==> src/rtl/pg_bank_pkg.sv <==
package pg_bank_pkg;

  typedef enum logic [1:0] {
    ACT_CLEAR  = 2'd0,
    ACT_FREEZE = 2'd1,
    ACT_FAULT  = 2'd2,
    ACT_COUNT  = 2'd3
  } pg_action_e;

  // Counter width needed to count 0 .. hold-1
  function automatic int unsigned cnt_width(input int unsigned hold);
    return (hold > 1) ? $clog2(hold) : 1;
  endfunction

  // True when the count has reached its last step
  function automatic logic hold_expired(input logic [31:0] cnt, input int unsigned hold);
    return cnt == (hold - 1);
  endfunction

  // Priority: lockout over freeze over fault over counting
  function automatic pg_action_e pick_action(input logic lockout, input logic freeze,
                                             input logic fault);
    if (lockout)     return ACT_CLEAR;
    else if (freeze) return ACT_FREEZE;
    else if (fault)  return ACT_FAULT;
    else             return ACT_COUNT;
  endfunction

endpackage

==> src/rtl/pg_sync2.sv <==
module pg_sync2 #(
  parameter int unsigned WIDTH = 4
) (
  input  logic             clk,
  input  logic             rst_n,
  input  logic [WIDTH-1:0] d,
  output logic [WIDTH-1:0] q
);
  logic [WIDTH-1:0] stage1;
  logic [WIDTH-1:0] stage2;

  always_ff @(posedge clk) begin
    if (!rst_n) begin
      stage1 <= '0;
      stage2 <= '0;
    end else begin
      stage1 <= d;
      stage2 <= stage1;
    end
  end

  assign q = stage2;
endmodule

==> src/rtl/pg_channel.sv <==
module pg_channel
  import pg_bank_pkg::*;
#(
  parameter int unsigned HOLD_TICKS = 8,
  parameter int unsigned CW         = 3
) (
  input  logic clk,
  input  logic rst_n,
  input  logic fault,
  input  logic freeze,
  input  logic lockout,
  input  logic tick,
  output logic pg_ok,
  output logic rel_evt
);
  logic          pg_q;
  logic [CW-1:0] cnt_q;
  pg_action_e    act;
  logic          at_end;

  assign act     = pick_action(lockout, freeze, fault);
  assign at_end  = hold_expired(32'(cnt_q), HOLD_TICKS);
  assign rel_evt = (act == ACT_COUNT) && !pg_q && tick && at_end;

  always_ff @(posedge clk) begin
    if (!rst_n) begin
      pg_q  <= 1'b0;
      cnt_q <= '0;
    end else begin
      unique case (act)
        ACT_CLEAR, ACT_FAULT: begin
          pg_q  <= 1'b0;
          cnt_q <= '0;
        end
        ACT_FREEZE: begin
          pg_q  <= pg_q;
          cnt_q <= cnt_q;
        end
        ACT_COUNT: begin
          if (!pg_q && tick) begin
            if (at_end) begin
              pg_q  <= 1'b1;
              cnt_q <= '0;
            end else begin
              cnt_q <= cnt_q + CW'(1);
            end
          end
        end
      endcase
    end
  end

  assign pg_ok = pg_q;
endmodule

==> src/rtl/pg_bank.sv <==
module pg_bank
  import pg_bank_pkg::*;
#(
  parameter int unsigned NUM_CH     = 4,
  parameter int unsigned HOLD_TICKS = 8
) (
  input  logic              clk,
  input  logic              rst_n,
  input  logic [NUM_CH-1:0] below_thr,
  input  logic              pg_disable,
  input  logic              uvlo,
  input  logic              margin_n,
  input  logic              tick,
  output logic [NUM_CH-1:0] pg_ok
);
  localparam int unsigned CW = cnt_width(HOLD_TICKS);

  logic [NUM_CH-1:0] below_sync;
  logic [NUM_CH-1:0] chan_fault;
  logic [NUM_CH-1:0] rel_evt;
  logic              freeze_all;

  pg_sync2 #(.WIDTH(NUM_CH)) u_sync (
    .clk  (clk),
    .rst_n(rst_n),
    .d    (below_thr),
    .q    (below_sync)
  );

  assign freeze_all = !margin_n;

  for (genvar i = 0; i < NUM_CH; i++) begin : g_ch
    assign chan_fault[i] = below_sync[i] | pg_disable;

    pg_channel #(.HOLD_TICKS(HOLD_TICKS), .CW(CW)) u_ch (
      .clk    (clk),
      .rst_n  (rst_n),
      .fault  (chan_fault[i]),
      .freeze (freeze_all),
      .lockout(uvlo),
      .tick   (tick),
      .pg_ok  (pg_ok[i]),
      .rel_evt(rel_evt[i])
    );
  end
endmodule

==> config.mk <==
export PLATFORM = sky130hd
export DESIGN_NAME = pg_bank
export DESIGN_NICKNAME = d
export VERILOG_FILES = /design/src/rtl/pg_bank_pkg.sv /design/src/rtl/pg_sync2.sv /design/src/rtl/pg_channel.sv /design/src/rtl/pg_bank.sv
export SDC_FILE = /design/constraint.sdc
export NUM_CORES = 1
export LEC_CHECK = 0
export BUFFER_PORTS_ARGS = -buffer_cell sky130_fd_sc_hd__buf_2
export CAP_MARGIN = 20
export CELL_PAD_IN_SITES_DETAIL_PLACEMENT = 0
export CELL_PAD_IN_SITES_GLOBAL_PLACEMENT = 1
export CORE_UTILIZATION = 46
export DETAILED_ROUTE_END_ITERATION = 6
export HOLD_SLACK_MARGIN = 0.1
export PLACE_DENSITY = 0.88
export SLEW_MARGIN = 40
export SYNTH_ARGS = -nofsm -noshare
export SYNTH_HDL_FRONTEND = slang
export SYNTH_SLANG_ARGS = --single-unit
==> constraint.sdc <==
create_clock -name clk -period 3.5 [get_ports clk]
set_input_delay 0.175 -clock clk [delete_from_list [all_inputs] [get_ports clk]]
set_output_delay 0.175 -clock clk [all_outputs]
set_load 0.005 [all_outputs]
-- After elaboration in Yosys (flattened, before gate mapping)
Index checks and enable logic that the tools add are counted.
- input port bits: 10
- word-level logic and storage cells: 106
- register bits: 24
- output and inout bits: 4
- add/sub/neg operators: 4
- reduce and logical (&&, ||, !) cells: 24
- bitwise operators: 8
- multiplexer cells: 36
- equal/unequal tests: 24
- operators with widths (cell ; count):
    2-to-1 mux 3 bit ; 8
    case mux 3 bit (2 select lines) ; 4
    == test 2 bit (second input constant) ; 8
    2-to-1 mux 2 bit ; 8
    adder 3 x 1 -> 3 bit (second input constant) ; 4
    == test 3 bit (second input constant) ; 4
    2-to-1 mux 1 bit ; 12
    AND reduction 3 bit ; 4
    == test 2 x 1 -> 1 bit (second input constant) ; 4
    logical NOT 2 bit ; 4
    inequality test 2 x 1 -> 1 bit (second input constant) ; 4
    inequality test 2 bit (second input constant) ; 4
    case mux 1 bit (2 select lines) ; 4
    AND reduction 2 bit ; 4
    OR reduction 2 bit ; 4
    logical AND 1 bit ; 4
    logical NOT 1 bit ; 4
    NOT 1 bit ; 4
    OR 1 bit ; 4

-- Depth between registers and ports, before layout
Gate-level depths: netlist of run 1.
- depth in word-level cells: 7
- depth in mapped cells: 5
- mapped depth without buffers: 5

-- Cells and area by module
From an unflattened synthesis of run 1, not the netlist that was laid out.
- cell total of the unflattened synthesis: 105
- area, all modules: 1124.8 sq um
- by module, submodules not included (module ; cells each ; area each (sq um) ; times used):
    pg_channel ; 21 ; 221.5 ; 4
    pg_sync2 ; 16 ; 210.2 ; 1
    pg_bank ; 5 ; 28.8 ; 1

-- Worst setup path after synthesis of run 1
No wires, ideal clock.
- path kind: reg2reg
- start: register g_ch[2].u_ch.cnt_q[0]
- end: register g_ch[2].u_ch.cnt_q[0]
- library setup time: 0.072 ns
- arrival time: 1.295 ns
- path slack: 2.133 ns
- path buffers: 0
- clock period less this slack: 1.367 ns
- cell stages (with the launch flop): 5
- data required time: 3.428 ns
- cells stage by stage: dfxtp_1 -> ha_1 -> ha_1 -> or4_1 -> mux2i_1
- word-level cells in the longest chain between the ends: 4
- elaborated cells between the ends (all ways): 5
- those cells by class: add/sub: 1; eq/ne: 1; mux: 3
- ends and longest elaborated chain (element ; RTL line ; source):
    from (decl) ; pg_channel.sv:17 ; logic [CW-1:0] cnt_q;
    from (signal assigned) ; pg_channel.sv:37 ; cnt_q <= cnt_q;
    from (signal assigned) ; pg_channel.sv:45 ; cnt_q <= cnt_q + CW'(1);
    adder 3 x 1 -> 3 bit / == test 3 bit (equally long branches) ; pg_channel.sv:45, pg_bank_pkg.sv:17 ;
    2-to-1 mux 3 bit (*) ; pg_channel.sv:41 ; if (at_end) begin
    2-to-1 mux 3 bit (*) ; pg_channel.sv:40 ; if (!pg_q && tick) begin
    case mux 3 bit (2 select lines) (*) ; pg_channel.sv:30 ; unique case (act)
Every way passes the cells marked *; elsewhere a longest branch is shown, timed or not. The select of a mux whose other input is x is not followed.
A chain may end at the register's enable or synchronous reset.

-- Final worst setup path of run 1
- start: register g_ch[1].u_ch.cnt_q[0]
- end: register g_ch[1].u_ch.cnt_q[0]
- word-level cells in the longest chain between the ends: 4
- elaborated cells between the ends (all ways): 5
- those cells by class: add/sub: 1; eq/ne: 1; mux: 3
- ends and longest elaborated chain (element ; RTL line):
    from (decl) ; pg_channel.sv:17
    from (signal assigned) ; pg_channel.sv:37
    from (signal assigned) ; pg_channel.sv:45
    adder 3 x 1 -> 3 bit / == test 3 bit (equally long branches) ; pg_channel.sv:45, pg_bank_pkg.sv:17
    2-to-1 mux 3 bit (*) ; pg_channel.sv:41
    2-to-1 mux 3 bit (*) ; pg_channel.sv:40
    case mux 3 bit (2 select lines) (*) ; pg_channel.sv:30
Marked as above.

==> impl_summary.md, run 1 <==
Critical path
The worst setup path is captured at a register. The endpoint of the most critical register-to-register path is g_ch[1].u_ch.cnt_q[0]. Tracing the worst setup path back leads to its startpoint at g_ch[1].u_ch.cnt_q[0]. The worst stage delay on the critical path is between 0.3 and 0.4 ns. The logic depth of the worst register-to-register path is 5.

The critical path is of the reg -> reg type. The critical path launch point type is a register. The worst path arrival time is 1.78 ns.

The data required time at the worst endpoint is approximately 3.8 ns. The critical path's most frequent cell is sky130_fd_sc_hd__ha_1. In this run the worst path has a maximum fanout of 3.

The worst register-to-register path has a setup slack of roughly 2 ns. The end point of the critical path is g_ch[1].u_ch.cnt_q[0]. Walking the worst path, the cells encountered are ha_1, ha_1, nor4bb_1, and4b_1, a31o_2.

The cell with the biggest individual delay on the critical path is sky130_fd_sc_hd__nor4bb_1. The worst register-to-register path begins at g_ch[1].u_ch.cnt_q[0].

Cells and area
The number of nets in the layout is 153. Cells fill between 50% and 60% of the core in the end. The library cell used most frequently in the layout, excluding fill and tap cells, is sky130_fd_sc_hd__dfxtp_1. The final standard cell count with taps included and fillers excluded is 162.

The area growth from synthesis to layout is 10.4%. In the layout the commonest cells are sky130_fd_sc_hd__dfxtp_1 (24), sky130_fd_sc_hd__buf_2 (13), sky130_fd_sc_hd__nand2_1 (9). The number of antenna diodes in the final layout is 0. Cells with a size suffix above 1 make up 17.2% of the layout.

Placement
The number of port buffers is 13. OpenSTA, run right after detailed placement, puts the worst setup slack at 1.98 ns. The total instance count after detailed placement is about 150. Routability-driven placement finished with a final weighted congestion of 0.740. After legalization and detailed placement, the total HPWL measured 1480 um.

STA
The number of failing hold endpoints at the final stage is 0. Setup violations remaining at the end of the flow were counted as 0. The max-slew violation count is 0. Based on the critical path, the design can be clocked at up to approximately 660 MHz. Of the available clock period, the critical path in the final layout requires between 40 and 50%.

Setup repair after global routing left no endpoint under its margin. Setup slack on the critical path of the routed design comes to 1.99 ns. The final critical path time including I/O delays and setup is 1.51 ns.

The clock arrives with ~0.0054 ns of skew. The worst max-slew margin expressed relative to the limit is between 50% and 60%. The slew of the pin with the lowest slew margin is 0.700 ns.

The total negative slack is 0 ns.

Synth
The synthesized netlist contains 31 unique library cells. Summing the sequential cell areas from Yosys gives 42.6% of the chip area. The net count of the mapped netlist is 140.

The synthesized netlist cell count is 122. Yosys printed 0 warnings. The number of register bits inferred by synthesis is 24.

The area share of the leading cell type in the synthesized netlist is a little over two fifths. The synthesized design contains 0 enable-type register cells. The biggest area contributor in the post-synthesis netlist is sky130_fd_sc_hd__dfxtp_1. The mapped netlist covers 1130 um^2. Sorting the synthesized cells by area gives the leading types as sky130_fd_sc_hd__dfxtp_1 (43%), sky130_fd_sc_hd__ha_1 (8.9%), sky130_fd_sc_hd__and2_1 (4.4%).

The most used flip-flop cell after synthesis is sky130_fd_sc_hd__dfxtp_1. In the synthesized netlist the async set-or-reset flop fraction comes to 0%. The mean area per synthesized cell is 9.25 um^2.

Global route
Entering global routing, the biggest net connects 28 pins. The combined global-route utilization of all metal layers is a little under a fifth. The first global-routing pass estimated 3620 um of wire. The number of global-route vias before repair is 858.

The initial antenna violation count is 0. The sum of overflow across all layers after global routing is 0.

Power and ir drop
In this run the static leakage power is 0.565 nW. The highest ir drop seen on vdd is ~220 uV. Dividing total power by cell area gives a power density of 384 nW/um^2.

CTS
The number of buffers created by CTS is 3. After clock tree synthesis, the repair step resized 0 gates. For the worst-skew pair, the clock arrives at the later sink with an insertion delay of 0.31 ns. CTS built an H-tree with a depth of 1.

The clock root buffer master is sky130_fd_sc_hd__clkbuf_4. Clock-pin slew was measured on the worst setup and hold paths at 0.13 ns. The number of buffers between clock root and the deepest sink is 2. Counting every sink on the clock net gives 24. The CTS tree is done.

Drt
Dividing the detail-routed wire length by the instance count gives 13.0 um. The via count is 896. After detailed routing, the number of remaining DRC violations is 0. The detailed-routing iteration count for the pre-antenna-repair pass is 4.

The final layout contains routed wiring with a total length of between 2000 and 2500 um. The first routing iteration left 16 violations. Once detail routing completed, the nets flagged for antenna violations numbered 0. After detailed routing, the number of vias per cell comes to about 5.5.

Status
The flow ran to the end, and the final reports show no timing, DRC or antenna violations.

Min path
The tightest min-delay check is of the in -> reg type.

Die
The core region is 2250 um^2. The initialized floorplan defines 17 standard-cell rows. The total die area is 2660 um^2. The overall die width is 51.5 um. For this design the top-level I/O count stands at 14. The starting density of the core is 50.1%.

Measured along the y axis, the die boundary spans 51.5 um.

Run
The tool flagged a number of max-cap violations equal to 0.
-- worst min-delay path by stage --
| stage | startpoint | endpoint | slack [ns] | depth (start not counted) |
|---|---|---|---|---|
| 6_report | margin_n | g_ch[3].u_ch.pg_ok | 0.20 | 3 |
| 5_1_grt | margin_n | g_ch[3].u_ch.pg_ok | 0.22 | 3 |
| 4_1_cts | margin_n | g_ch[3].u_ch.pg_ok | 0.19 | 3 |
| 3_5_place_dp | below_thr[2] | u_sync.stage1[2] | 0.39 | 2 |
| 3_3_place_gp | below_thr[2] | u_sync.stage1[2] | 0.38 | 2 |
| 2_1_floorplan | below_thr[0] | u_sync.stage1[0] | 0.30 | 1 |
-- final cells by class --
type | instances | area [um^2]
Clock buffer | 4 | 36.3
Sequential cell | 24 | 480
Inverter | 4 | 15.0
Timing Repair Buffer | 17 | 105
Fill cell | 226 | 1010
Multi-Input combinational cell | 85 | 574
Tap cell | 28 | 35.0
-- synth_stat cells (all sizes together) (4+ instances only) --
master,n
dfxtp,24
nand2,9
and2,8
buf,8
ha,8
o21ai,8
a21oi,7
nor2,7
nand3,6
inv,4
mux2i,4
nor3,4
-- flip-flops by register name, indices dropped and copies added (netlist names) --
register / count
u_sync.q: 4
g_ch.u_ch.pg_ok: 4
g_ch.u_ch.cnt_q: 12
u_sync.stage1: 4
-- stage by stage --
step | cell area, um^2 | power, mW | hold slack, ns
final | 1250 | 0.479 | 0.202
after global routing | 1250 | 0.502 | 0.217
after CTS | 1250 | 0.484 | 0.187
after detailed placement | 1170 | 0.337 | 0.387
after global placement | 1170 | 0.335 | 0.381
after floorplan | 1130 | 0.325 | 0.302
-- metal layers --
metal / up-vias / GRT usage (%) / routed length, um
met1: 419 / 21.3 / 994
met2: 19 / 32.5 / 1010
met3: 4 / 2.63 / 69
met5: - / 0 / 0
li1: 454 / - / -
met4: 0 / 9.46 / 27
-- kinds of logic after synthesis --
family / after synthesis / share of synthesized area, %
and+or+nand+nor: 46 / 22.8
AOI/OAI and AO/OA: 27 / 15.6
DFF: 24 / 42.6
buffers and inverters: 13 / 6.54
adders and majority gates: 8 / 8.87
muxes: 4 / 3.55
-- what timing repair did --
item                                   CTS  global route
endpoints found under the hold margin    4             0
setup buffers                            0             0
hold buffers                             4             0
-- where the power goes --
group	internal [mW]	leakage [nW]	total, mW	switching, mW
sequential	0.281	0.196	0.285	0.00424
clock	0.0636	0.0210	0.144	0.0803
combinational	0.0223	0.349	0.0494	0.0271
-- worst max-delay path: cells and delay by family (launching register included) --
| kind | cells | cell delay (ns) |
|---|---|---|
| adder cells (fa/ha/maj) | 2 | 0.41 |
| flip-flops | 1 | 0.35 |
| AND/OR/NAND/NOR | 2 | 0.60 |
| AO/OA/AOI/OAI | 1 | 0.10 |
Note: power is estimated with default switching activity, not from simulation.
==> inputs of run 2 (changes only) <==
--- a/config.mk
+++ b/config.mk
@@ -9,10 +9,10 @@
 export CAP_MARGIN = 20
 export CELL_PAD_IN_SITES_DETAIL_PLACEMENT = 0
 export CELL_PAD_IN_SITES_GLOBAL_PLACEMENT = 1
-export CORE_UTILIZATION = 46
+export CORE_UTILIZATION = 38
 export DETAILED_ROUTE_END_ITERATION = 6
 export HOLD_SLACK_MARGIN = 0.1
-export PLACE_DENSITY = 0.88
+export PLACE_DENSITY = 0.78
 export SLEW_MARGIN = 40
 export SYNTH_ARGS = -nofsm -noshare
 export SYNTH_HDL_FRONTEND = slang
==> constraint.sdc (replaced) <==
create_clock -name clk -period 1.2 [get_ports clk]
set_input_delay 0.06 -clock clk [delete_from_list [all_inputs] [get_ports clk]]
set_output_delay 0.06 -clock clk [all_outputs]
set_load 0.005 [all_outputs]
==> impl_summary.md, run 2 (same netlist as run 1, synthesis figures left out) <==
Die
The overall die width is 56.5 um (was 51.5 um). The total die area was 3190 um^2 (was 2660 um^2). The number of cell rows is 19 (was 17). The number of top-level pins is 14 (unchanged).

The starting density of the core was 40.6% (was 50.1%). The die outline height is 56.5 um (was 51.5 um). The core area is 2780 um^2 (was 2250 um^2).

Global route
The number of global-route vias before repair is 933 (was 858). The sum of overflow across all layers after global routing is 0 (unchanged). The initial antenna violation count is 0 (unchanged). The pin count of the biggest net entering global routing came to 21 (was 28). The first-pass GRT wire length is 4260 um (was 3620 um). The combined global-route utilization of all metal layers is 17.2% (was 18.4%).

Cells and area
The most common cell after layout, fill and taps aside is sky130_fd_sc_hd__buf_4 (was sky130_fd_sc_hd__dfxtp_1). Commonest cells after routing, fill and taps aside: sky130_fd_sc_hd__buf_4 (18), sky130_fd_sc_hd__dfxtp_1 (15), sky130_fd_sc_hd__buf_2 (13) (was sky130_fd_sc_hd__dfxtp_1 (24), sky130_fd_sc_hd__buf_2 (13), sky130_fd_sc_hd__nand2_1 (9)). The core utilization of the finished layout is 56.5% (was 55.3%). The flip-flop count of the largest register after layout was 12 (unchanged). The final standard cell count with taps included and fillers excluded came to 185 (was 162). The finished layout cell area is 1570 um^2 (was 1250 um^2). The number of antenna cells inserted is 0 (unchanged).

The number of nets in the layout is 173 (was 153). The top register by number of flip-flops was g_ch.u_ch.cnt_q (unchanged). The growth of design area from synthesis to finish is 39.2% (was 10.4%). The proportion of layout cells with a drive suffix above 1 is 42.2% (was 17.2%).

Drt
The initial detailed-routing violation count came to 31 (was 16). The mean routed wirelength per cell is 14.0 um (was 13.0 um). The average vias per placed instance is 5.24 (was 5.53). The antenna violation net count after detailed routing came to 0 (unchanged).

The via count is 969 (was 896). The detailed-routing iteration count for the pre-antenna-repair pass is 4 (unchanged). The remaining routing DRC violations is 0 (unchanged). The total wire length after detailed routing came to 2600 um (was 2100 um).

STA
The final period utilization is 110% (was 43.1%). The worst max-slew margin expressed relative to the limit is 63.9% (was 52.9%). The max-slew violation count was 0 (unchanged).

The final worst-path setup slack came to -0.120 ns (was 1.99 ns). The slew of the pin with the lowest slew margin is 0.535 ns (was 0.700 ns). The final critical path time including I/O delays and setup is 1.32 ns (was 1.51 ns). The total of endpoints with negative setup slack in the final report came to 5 (was 0). The maximum clock skew at final layout was 0.000809 ns (was 0.00542 ns). The total negative slack came to -0.254 ns (was 0 ns). The number of failing hold endpoints at the final stage is 0 (unchanged). Unrepaired setup endpoints after global routing: yes (was no). The top achievable clock speed was 758 MHz (was 663 MHz).

CTS
The H-tree depth came to 1 (unchanged). The CTS tree is done (unchanged). The clock root buffer master was sky130_fd_sc_hd__clkbuf_4 (unchanged). The clock transition at the registers of the reported paths is 0.13 ns (about the same). The clock net sink count came to 24 (unchanged). The number of buffers between clock root and the deepest sink is 2 (unchanged). The number of buffers created by CTS is 3 (unchanged). The clock latency on the worst-skew pair is 0.32 ns (was 0.31 ns).

Placement
The total instance count after detailed placement came to 174 (was 154). The number of port buffers was 13 (unchanged). The placed wire-length estimate after detailed placement is 1770 um (was 1480 um). The final weighted congestion of routability-driven global placement came to 0.814 (was 0.740).

The instance area at placement is 1360 um^2 (was 1170 um^2).

Critical path
The nature of the critical path endpoint is a register (unchanged). The start point of the critical path is g_ch[1].u_ch.cnt_q[1] (was g_ch[1].u_ch.cnt_q[0]). The beginning of the worst register-to-register path was g_ch[1].u_ch.cnt_q[1] (was g_ch[1].u_ch.cnt_q[0]). The end point of the critical path is g_ch[1].u_ch.cnt_q[0] (unchanged). The reg2reg setup slack is -0.12 ns (was 1.99 ns). The endpoint of the most critical register-to-register path is g_ch[1].u_ch.cnt_q[0] (unchanged). The data required time at the worst endpoint is 1.47 ns (was 3.77 ns). The logic depth of the worst register-to-register path came to 5 (unchanged). The kind of critical path is reg -> reg (unchanged). The critical path launch point type was a register (unchanged). The worst path arrival time is 1.59 ns (was 1.78 ns). The maximum fanout along the worst path is 2 (was 3).

Status
The final reports fail on setup timing. Run status: finished, violations left (was complete, no violations).

Power and ir drop
The static leakage power was 0.650 nW (was 0.565 nW). The power per cell area is 942 nW/um^2 (was 384 nW/um^2). The total design power is 1.48 mW (was 0.479 mW).

The highest ir drop seen on vdd is 676 uV (was 220 uV).

Min path
The worst hold-check path type is in -> reg (unchanged).

Run
The max-capacitance violation count is 0 (unchanged).
run 2: cell types whose count changed in the layout (fill, tap and decap cells not counted), moves of 2 or more:
| cell | delta |
|---|---|
| sky130_fd_sc_hd__buf_4 | +18 |
| sky130_fd_sc_hd__dfxtp_1 | -9 |
| sky130_fd_sc_hd__dfxtp_2 | +9 |
| sky130_fd_sc_hd__ha_1 | -8 |
| sky130_fd_sc_hd__ha_4 | +8 |
| sky130_fd_sc_hd__a21oi_1 | -2 |
| sky130_fd_sc_hd__a21oi_2 | +2 |
| sky130_fd_sc_hd__dlygate4sd3_1 | +2 |
| sky130_fd_sc_hd__nor3_1 | -2 |
| sky130_fd_sc_hd__nor3_4 | +2 |
run 2: worst min-delay path by stage:
stage                            start                     to  depth (start not counted)
after floorplan           below_thr[0]       u_sync.stage1[0]                          1
after global placement    below_thr[1]       u_sync.stage1[1]                          2
after detailed placement  below_thr[1]       u_sync.stage1[1]                          2
after CTS                        rst_n  g_ch[2].u_ch.cnt_q[0]                          4
after global routing             rst_n  g_ch[2].u_ch.cnt_q[0]                          4
final                            rst_n  g_ch[2].u_ch.cnt_q[0]                          4
run 2: report_power, final:
part           switching [mW]  internal, mW
combinational           0.101         0.109
clock                   0.246         0.186
sequential             0.0177         0.821
run 2: layer usage:
metal	vias up	global-route usage, %	part of all wire, %
met5	-	0	0
met4	0	6.27	1.5
met3	5	2.53	3.8
met2	25	27.1	46
met1	446	23.9	49
li1	493	-	-
run 2: critical path, cell delays in order, from the launching register on:
cell and delay, ns:
sky130_fd_sc_hd__dfxtp_2 0.36, sky130_fd_sc_hd__ha_4 0.16, sky130_fd_sc_hd__ha_4 0.16, sky130_fd_sc_hd__nor4bb_4 0.27
sky130_fd_sc_hd__and4b_1 0.22, sky130_fd_sc_hd__a31o_2 0.10
run 2: cell type report:
type                            count  area, um^2
Tap cell                           31        38.8
Timing Repair Buffer               37         260
Fill cell                         246        1210
Multi-Input combinational cell     85         729
Inverter                            4        15.0
Sequential cell                    24         492
Clock buffer                        4        36.3
run 2: what timing repair did:
action,in CTS,in global routing
hold buffers,6,0
setup buffers,0,1
pin swaps,9,6
hold endpoints to repair,6,0
gates resized for setup,18,5
endpoints found under the setup margin,7,12
run 2: per-stage QoR:
| step | setup slack, ns | hold slack [ns] |
|---|---|---|
| floorplan | -0.0585 | 0.187 |
| global placement | -0.108 | 0.265 |
| detailed placement | -0.136 | 0.269 |
| CTS | -0.124 | 0.154 |
| global route | -0.148 | 0.147 |
| finish | -0.120 | 0.155 |
